--- config.mk ---
export PLATFORM = sky130hd
export DESIGN_NAME = rx_accept_ring
export DESIGN_NICKNAME = d
export VERILOG_FILES = /design/src/rtl/rx_accept_ring.sv
export SDC_FILE = /design/constraint.sdc
export NUM_CORES = 2
export LEC_CHECK = 0
export BUFFER_PORTS_ARGS = -buffer_cell sky130_fd_sc_hd__clkbuf_2
export CAP_MARGIN = 20
export CORE_ASPECT_RATIO = 1.5
export CORE_UTILIZATION = 60
export CTS_BUF_LIST = sky130_fd_sc_hd__clkbuf_4 sky130_fd_sc_hd__clkbuf_8
export DETAILED_ROUTE_END_ITERATION = 7
export GPL_TIMING_DRIVEN = 0
export PLACE_DENSITY = 0.78
export SLEW_MARGIN = 20
export SYNTH_ARGS = -nofsm -noshare
export SYNTH_HDL_FRONTEND = slang
export SYNTH_SLANG_ARGS = --single-unit
--- constraint.sdc ---
create_clock -name clk -period 14.81 [get_ports clk]
set_clock_uncertainty 0.2 [all_clocks]
set_input_delay 0.7405 -clock clk [delete_from_list [all_inputs] [get_ports clk]]
set_output_delay 0.7405 -clock clk [all_outputs]
set_load 0.01 [all_outputs]
--- src/rtl/rx_accept_ring.sv ---
module rx_accept_ring #(
  parameter int NSLOT = 16,
  parameter int DEPTH = 8,
  parameter int IDW   = 32,
  parameter int LENW  = 4,
  parameter int DATW  = 64
) (
  input  logic                         clk,
  input  logic                         rst_n,
  input  logic [1:0]                   cfg_op,
  input  logic [IDW-1:0]               cfg_id,
  input  logic [IDW-1:0]               cfg_mask,
  input  logic [$clog2(NSLOT)-1:0]     cfg_sel,
  output logic                         cfg_ack,
  output logic                         cfg_err,
  output logic [$clog2(NSLOT)-1:0]     cfg_slot,
  output logic [IDW-1:0]               cfg_rd_id,
  output logic [IDW-1:0]               cfg_rd_mask,
  input  logic                         rx_valid,
  input  logic [IDW-1:0]               rx_id,
  input  logic [LENW-1:0]              rx_dlc,
  input  logic [DATW-1:0]              rx_data,
  output logic                         rx_overrun,
  output logic                         q_valid,
  input  logic                         q_pop,
  output logic [IDW-1:0]               q_id,
  output logic [LENW-1:0]              q_dlc,
  output logic [DATW-1:0]              q_data,
  output logic [$clog2(NSLOT)-1:0]     q_slot,
  output logic [$clog2(DEPTH+1)-1:0]   q_count
);
  localparam int SW = $clog2(NSLOT);
  localparam int PW = $clog2(DEPTH);
  localparam int CW = $clog2(DEPTH+1);
  localparam logic [1:0] OP_ADD = 2'd1, OP_DEL = 2'd2, OP_READ = 2'd3;

  logic [IDW-1:0]   tid   [NSLOT];
  logic [IDW-1:0]   tmask [NSLOT];
  logic [NSLOT-1:0] used, hit_v, dup_v;

  for (genvar g = 0; g < NSLOT; g++) begin : g_slot
    assign used[g]  = |tid[g];
    assign hit_v[g] = used[g] && ((tmask[g] & tid[g]) == (tmask[g] & rx_id));
    assign dup_v[g] = used[g] && (tid[g] == cfg_id);
  end

  function automatic logic [SW-1:0] lowest(input logic [NSLOT-1:0] v);
    lowest = '0;
    for (int i = NSLOT-1; i >= 0; i--)
      if (v[i]) lowest = SW'(i);
  endfunction

  logic          dup_hit, has_free, rx_accept;
  logic [SW-1:0] dup_idx, free_idx, hit_idx;

  assign dup_hit   = |dup_v;
  assign dup_idx   = lowest(dup_v);
  assign has_free  = ~&used;
  assign free_idx  = lowest(~used);
  assign hit_idx   = lowest(hit_v);
  assign rx_accept = ~|used | |hit_v;

  always_ff @(posedge clk or negedge rst_n) begin
    if (!rst_n) begin
      for (int i = 0; i < NSLOT; i++) begin
        tid[i]   <= '0;
        tmask[i] <= '0;
      end
      cfg_ack     <= 1'b0;
      cfg_err     <= 1'b0;
      cfg_slot    <= '0;
      cfg_rd_id   <= '0;
      cfg_rd_mask <= '0;
    end else begin
      cfg_ack  <= cfg_op != 2'd0;
      cfg_err  <= 1'b0;
      cfg_slot <= '0;
      case (cfg_op)
        OP_ADD: begin
          if (cfg_id == '0) cfg_err <= 1'b1;
          else if (dup_hit) cfg_slot <= dup_idx;
          else if (has_free) begin
            tid[free_idx]   <= cfg_id;
            tmask[free_idx] <= cfg_mask;
            cfg_slot        <= free_idx;
          end else cfg_err <= 1'b1;
        end
        OP_DEL: begin
          if (dup_hit) begin
            tid[dup_idx]   <= '0;
            tmask[dup_idx] <= '0;
            cfg_slot       <= dup_idx;
          end else cfg_err <= 1'b1;
        end
        OP_READ: begin
          cfg_rd_id   <= tid[cfg_sel];
          cfg_rd_mask <= tmask[cfg_sel];
          cfg_slot    <= cfg_sel;
        end
        default: ;
      endcase
    end
  end

  logic [IDW-1:0]  m_id   [DEPTH];
  logic [LENW-1:0] m_dlc  [DEPTH];
  logic [DATW-1:0] m_data [DEPTH];
  logic [SW-1:0]   m_slot [DEPTH];
  logic [PW-1:0]   wptr, rptr;
  logic            full, push, pop;

  assign full    = q_count == CW'(DEPTH);
  assign push    = rx_valid && rx_accept && !full;
  assign pop     = q_pop && q_valid;
  assign q_valid = q_count != '0;
  assign q_id    = m_id[rptr];
  assign q_dlc   = m_dlc[rptr];
  assign q_data  = m_data[rptr];
  assign q_slot  = m_slot[rptr];

  always_ff @(posedge clk) begin
    if (push) begin
      m_id[wptr]   <= rx_id;
      m_dlc[wptr]  <= rx_dlc;
      m_data[wptr] <= rx_data;
      m_slot[wptr] <= hit_idx;
    end
  end

  always_ff @(posedge clk or negedge rst_n) begin
    if (!rst_n) begin
      wptr       <= '0;
      rptr       <= '0;
      q_count    <= '0;
      rx_overrun <= 1'b0;
    end else begin
      if (push) wptr <= wptr + PW'(1);
      if (pop)  rptr <= rptr + PW'(1);
      q_count    <= q_count + CW'(push) - CW'(pop);
      rx_overrun <= rx_valid && rx_accept && full;
    end
  end
endmodule


==> summary.md, run 1 <==
For the routability congestion estimate, the log shows 1.29. The tools report the last flow stage reached as 5_1_grt. The final global-route overflow total came out at 25. Most area-hungry cell type in the Yosys netlist: sky130_fd_sc_hd__dfrtp_1. For this run, the leading register cell type out of synthesis is sky130_fd_sc_hd__dfrtp_1. The vertical die dimension came out at 494 um. The cell at the root of the clock tree is sky130_fd_sc_hd__clkbuf_8. The clock tree synthesis step divided the H-tree into 5 levels. The number of input and output port buffers inserted was 317; the synthesized net count was 7,393. Including well taps, the total number of placed cells is 9,752. The tools report the number of global-route vias before repair as 84,517. The tool reported: "[ERROR GRT-0116] Global routing finished with congestion. Check the congestion regions in the DRC Viewer". The unique cell type count in the Yosys netlist came out at 76. The detailed placer's ending HPWL was 392 mm; the count of standard-cell rows was 180. A synthesized cell averages 13.4 um^2.

The flow did not finish. After synthesis, the largest area contributor takes up 28.6% of total cell area. The number of synthesis warnings is 0. Yosys attributes the largest share of cell area to sky130_fd_sc_hd__dfrtp_1 29%, sky130_fd_sc_hd__edfxtp_1 26%, sky130_fd_sc_hd__mux4_2 12%, sky130_fd_sc_hd__xor2_1 8.4%, sky130_fd_sc_hd__a22o_1 3.7%. Buffers added to address setup during post-CTS repair amount to 0. In this run, synthesis produced a sequential element count of 1,937. After technology mapping, the gate count stands at 7,206. The tools report the register area share after synthesis as 54.4%. For this run, the total global-route usage over all layers was measured as 70.8%. The placed instances occupy a cell area of 0.103 mm^2.

The logs give 93 for the maximum number of pins on one net before global-route repair and 60.4% for the initial core utilization. The post-synthesis instance area is 0.0967 mm^2, and the share of synthesized registers carrying an async set or reset is 57.0%. The clock passes through at most 4 buffers.

Before CTS, the worst setup slack after placement is 5.36 ns. In this run, CTS created clock tree buffers numbering 300. The die is 330 um wide. The number of clock sinks seen by CTS was 1,937; the first-pass GRT wire length was 769 mm. The total I/O pin count is 354, and the number of flops mapped to enable cells by yosys is 832.
-- cell usage after synthesis, types with 10 or more instances --
master	count
sky130_fd_sc_hd__a21oi_1	269
sky130_fd_sc_hd__a221oi_1	96
sky130_fd_sc_hd__a22o_1	413
sky130_fd_sc_hd__a22oi_1	70
sky130_fd_sc_hd__and4_1	10
sky130_fd_sc_hd__buf_1	58
sky130_fd_sc_hd__buf_2	118
sky130_fd_sc_hd__buf_4	30
sky130_fd_sc_hd__buf_6	54
sky130_fd_sc_hd__clkbuf_1	339
sky130_fd_sc_hd__dfrtp_1	1105
sky130_fd_sc_hd__edfxtp_1	832
sky130_fd_sc_hd__ha_1	12
sky130_fd_sc_hd__inv_1	17
sky130_fd_sc_hd__mux2_2	170
sky130_fd_sc_hd__mux2i_1	320
sky130_fd_sc_hd__mux4_2	528
sky130_fd_sc_hd__nand2_1	311
sky130_fd_sc_hd__nand2b_1	12
sky130_fd_sc_hd__nand3_1	75
sky130_fd_sc_hd__nand4_1	116
sky130_fd_sc_hd__nor2_1	636
sky130_fd_sc_hd__nor3_1	51
sky130_fd_sc_hd__nor4_1	306
sky130_fd_sc_hd__o21ai_0	74
sky130_fd_sc_hd__o21ai_1	36
sky130_fd_sc_hd__or4_1	23
sky130_fd_sc_hd__xnor2_1	104
sky130_fd_sc_hd__xor2_1	926
-- routing by layer --
metal,track usage [%],overflow
met4,67.8,15
met1,75.6,0
met5,12.5,0
met3,50.7,0
met2,87.7,10
-- per-stage QoR --
| stage | utilization [%] | hold slack (ns) |
|---|---|---|
| floorplan | - | 0.245 |
| global placement | 63.0 | 0.274 |
| detailed placement | 64.2 | 0.295 |
| CTS | 68.8 | 0.00413 |
-- cell families after synthesis --
logic type / share of synthesized area (%)
and+or+nand+nor: 7.93
muxes: 17.6
DFF: 54.4
AOI/OAI and AO/OA: 7.44
xor gates and xnor gates: 9.33
buffers and inverters: 3.08
adders and majority gates: 0.176
-- repair_timing --
action | in CTS
hold buffers | 105
resized for setup | 0
hold endpoints to repair | 886
==> run 2: changes to the inputs <==
--- a/config.mk
+++ b/config.mk
@@ -7,12 +7,10 @@
 export LEC_CHECK = 0
 export BUFFER_PORTS_ARGS = -buffer_cell sky130_fd_sc_hd__clkbuf_2
 export CAP_MARGIN = 20
-export CORE_ASPECT_RATIO = 1.5
-export CORE_UTILIZATION = 60
-export CTS_BUF_LIST = sky130_fd_sc_hd__clkbuf_4 sky130_fd_sc_hd__clkbuf_8
+export CORE_UTILIZATION = 40
 export DETAILED_ROUTE_END_ITERATION = 7
 export GPL_TIMING_DRIVEN = 0
-export PLACE_DENSITY = 0.78
+export PLACE_DENSITY_LB_ADDON = 0.15
 export SLEW_MARGIN = 20
 export SYNTH_ARGS = -nofsm -noshare
 export SYNTH_HDL_FRONTEND = slang
==> run 2 against run 1 <==
Net effect: the flow now finishes without violations; synthesized cell count is the same; area after synthesis unchanged.
==> summary.md, run 2 <==
The worst setup path is of the input pin to flip-flop kind. The maximum fanout along the worst path works out to 10. The run gives 208 (-31%) as the number of buffers added by the clock tree synthesis step. The share of synthesized registers carrying an async set or reset was 57.0% (unchanged); the final max-slew violation count was 0. The top cell types in the final layout, fill and taps aside, are 1,105 x sky130_fd_sc_hd__dfrtp_1, 926 x sky130_fd_sc_hd__xor2_1, 832 x sky130_fd_sc_hd__edfxtp_1, 623 x sky130_fd_sc_hd__nor2_1, 528 x sky130_fd_sc_hd__mux4_2. The number of flops mapped to enable cells by yosys came out at 832 (unchanged). Once detail routing completed, the nets flagged for antenna violations numbered 0.

The horizontal die dimension is 494 um (+50%). The tools report the number of cells after detailed placement as 10,895 (+12%). The area share of xor/xnor cells in the synthesized design came out at 9.33% (unchanged).

In the post-synthesis netlist, the biggest area contributors are sky130_fd_sc_hd__dfrtp_1 29%, sky130_fd_sc_hd__edfxtp_1 26%, sky130_fd_sc_hd__mux4_2 12%, sky130_fd_sc_hd__xor2_1 8.4%, sky130_fd_sc_hd__a22o_1 3.7%. Power spread over the standard cell area amounts to 214 mW/mm^2. The leakage power is 46.7 nW, and the unique cell type count in the Yosys netlist is 76 (unchanged). The maximum level of the CTS H-tree came out at 4 (-1). In this run the worst hold path is classified as input pin to flip-flop. The complex-gate fraction of the synthesized area works out to 7.44% (unchanged).

The commonest cells after synthesis are 1,105 x sky130_fd_sc_hd__dfrtp_1, 926 x sky130_fd_sc_hd__xor2_1, 832 x sky130_fd_sc_hd__edfxtp_1, 636 x sky130_fd_sc_hd__nor2_1, 528 x sky130_fd_sc_hd__mux4_2. The post-synthesis instance area came out at 0.0967 mm^2 (unchanged). The worst endpoint data arrival time came out at 10.62 ns. The final layout net count is 8,208.

The logs give 79 for the number of antenna violations at the first check in global routing and 6 for the total iterations of the first detailed-routing run. The aggregate global-route resource usage came out at 48.3%. At the later pin of the worst-skew pair, clock insertion delay measures 0.96 ns.

The count of cells in the finished layout, fillers not included, comes to 11,439. Average cell area after synthesis: 13.4 um^2 (unchanged). STA classifies the critical path endpoint as a flip-flop.

Entering global routing, the biggest net connects 87 pins. The leading cell type in the layout, fill and taps excluded is sky130_fd_sc_hd__dfrtp_1. sky130_fd_sc_hd__dfrtp_1 takes more of the synthesized area than any other cell. The critical path starts at rx_id[27]. The number of clock sinks seen by CTS was 1,937 (unchanged); the number of buffers on the longest clock path was 3 (-1). The tools report the count of buffers added by post-CTS timing repair for setup as 0 (unchanged).

TritonCTS built the clock tree. The required time at the worst-slack endpoint was 15.23 ns; the transition at the pin with the smallest max-transition slack was 1.34 ns. The tools report the number of synthesis warnings as 0 (unchanged). Setup repair after global routing left no endpoint under its margin. In the final layout, the multi-input gates occupy 0.0412 mm^2. The fraction of the mapped netlist area in simple logic gates is 7.93% (unchanged), and the final setup violation count is 0. For the initial core utilization, the log shows 40.2% (-20 points). For this run, the top clock speed supported by timing is 0.0981 GHz.

By area, the combinational part of the netlist is dominated by multiplexers. The count of standard-cell rows was 180 (unchanged); the total I/O pin count was 354 (unchanged). The worst setup path is launched from an input pin.

The tools report the tightest hold margin as 0.0870 ns. The number of storage elements in the synthesis netlist is 1,937 (unchanged). For the synthesized net count, the log shows 7,393 (unchanged).

The worst path uses 68.9% of the clock period. The run gives 0 as the total count of hold-check failures in the final report. For this run, the leading register cell type out of synthesis is sky130_fd_sc_hd__dfrtp_1.

The first-pass GRT wire length was 758 mm; the vertical die dimension was 494 um (unchanged). The final global-route overflow total is 0, and the number of input and output port buffers inserted is 317 (unchanged). The tools report the origin of the critical flop-to-flop path as tid[417]. The routed layout has 78,676 vias.

Cells fill 47.3% of the core in the end. The startpoint identified for the worst hold timing path is rx_id[1]. The portion of synthesized cell area occupied by the leading cell type came out at 28.6% (unchanged). In this run the tightest slew margin relative to its limit is 10.8%. The number of global-route vias before repair was 74,513.

The share of synthesized area spent on multiplexers is 17.6% (unchanged). The signed area change from the synthesized netlist to the final layout works out to 17.6%. The worst-case vdd ir drop was 0.171 mV. For this block, the routed nets add up to 596 mm of wire. The tools report the summed negative setup slack over all endpoints as 0 ns. For the register area share after synthesis, the log shows 54.4% (unchanged). The share of synthesized cell area in full adder, half adder and majority cells is 0.176% (unchanged). The setup slack after layout came out at 4.61 ns.

Number of DRC markers in iteration 0: 11,910. The detailed placer's ending HPWL was 472 mm (+20%). The run finished with clean final reports. Among all cell types in the netlist, the one instantiated most often is sky130_fd_sc_hd__dfrtp_1. The average detailed-routed wire length per instance is 52.1 um, and the detailed-route DRC error count is 0.

The largest registers in the layout are m_data: 512 flops, tid: 512 flops, tmask: 512 flops. The tools report the number of instances in the synthesized netlist as 7,206 (unchanged). Across the run, the number of max-cap violations was 0.

The filler cell count was 21,380. The tools report the pre-CTS worst setup slack as 4.43 ns (-0.932 ns). The cell at the root of the clock tree is sky130_fd_sc_hd__clkbuf_16.

The die covers 0.244 mm^2. The time the worst path needs with I/O delays and setup works out to 10.20 ns. The share of final-layout standard cells stronger than drive strength 1 works out to 23.5%. The detail-routed via count per cell was 6.88.

Routability congestion estimate: 1.15 (-11%). The core region is 0.240 mm^2. The sequential cell area is 0.0526 mm^2.

Clock-pin slew was measured on the worst setup and hold paths at 0.07 ns.
-- run 2: area by class of cell --
cell class              instances  area share [%]
flip-flops and latches       1937            46.3
multi-input cells            4653            36.2
clock buffers                 278            5.07
repair buffers                605            4.49
well taps                    3185            3.50
plain buffers                 599            2.71
clock inverters               115            1.54
diodes                         50           0.110
inverters                      17          0.0561
-- run 2: final timing paths --
check | endpoint | slack, ns | depth (start not counted)
worst max-delay path | m_data[5][52] | 4.61 | 28
worst min-delay path | m_id[7][1] | 0.09 | 1
worst max register to register | m_data[5][52] | 5.47 | 24
worst min register to register | wptr[2] | 0.29 | 1
max in group asynchronous | tmask[223] | 11.98 | 6
min in group asynchronous | tid[111] | 0.13 | 2
-- run 2: power by group --
part | total [mW] | internal, mW | switching, mW | leakage, nW
clock | 5.74 | 3.31 | 2.43 | 3.62
combinational | 8.42 | 3.38 | 5.04 | 20.7
sequential | 10.2 | 7.08 | 3.13 | 22.4
-- run 2: kinds of logic (layout without fill, tap and decap cells) --
family,Yosys count,count (layout)
flops,1937,1937
other cells,0,50
buf+inv,616,1614
mux,1018,1018
fa+ha+maj,13,13
compound gates,992,992
simple gates,1600,1600
xor+xnor,1030,1030
-- run 2: critical path, stage by stage --
cell and delay [ns]:
sky130_fd_sc_hd__dlygate4sd3_1 0.55, sky130_fd_sc_hd__clkbuf_2 0.24, sky130_fd_sc_hd__clkbuf_1 0.91, sky130_fd_sc_hd__clkbuf_2 0.73, sky130_fd_sc_hd__xor2_1 0.18, sky130_fd_sc_hd__a22o_1 0.23, sky130_fd_sc_hd__a221oi_1 0.46, sky130_fd_sc_hd__nand4_1 0.24
sky130_fd_sc_hd__or4_1 0.71, sky130_fd_sc_hd__nand2_1 0.18, sky130_fd_sc_hd__nor3_1 0.18, sky130_fd_sc_hd__a311oi_2 1.06, sky130_fd_sc_hd__nand2_1 0.40, sky130_fd_sc_hd__nor3b_2 0.69, sky130_fd_sc_hd__buf_4 0.32, sky130_fd_sc_hd__buf_4 0.21
sky130_fd_sc_hd__buf_4 0.23, sky130_fd_sc_hd__buf_4 0.22, sky130_fd_sc_hd__buf_4 0.22, sky130_fd_sc_hd__buf_4 0.19, sky130_fd_sc_hd__buf_4 0.21, sky130_fd_sc_hd__buf_4 0.23, sky130_fd_sc_hd__buf_4 0.21, sky130_fd_sc_hd__buf_4 0.20
sky130_fd_sc_hd__buf_6 0.17, sky130_fd_sc_hd__buf_4 0.20, sky130_fd_sc_hd__buf_4 0.18, sky130_fd_sc_hd__buf_4 0.20
-- run 2: layer usage --
| metal | vias to the layer above | track usage [%] | wire, um |
|---|---|---|---|
| met4 | 20 | 41.2 | 62800 |
| met1 | 41088 | 58.2 | 216000 |
| li1 | 28899 | - | - |
| met5 | - | 0.274 | 113 |
| met2 | 6536 | 68.7 | 248000 |
| met3 | 2133 | 17.4 | 69800 |
-- run 2: stage by stage --
| step | power (mW) | area, um^2 |
|---|---|---|
| after floorplan | 12.9 | 96700 |
| after global placement | 18.0 | 102000 |
| after detailed placement | 18.1 | 105000 |
| after CTS | 23.9 | 114000 |
| after global routing | 24.6 | 114000 |
| final | 24.4 | 114000 |
-- run 2: timing repair --
action,CTS,global route
endpoints found under the hold margin,830,0
gates resized for setup,0,0
hold buffers,100,0
Note: power is estimated with default switching activity, not from simulation.
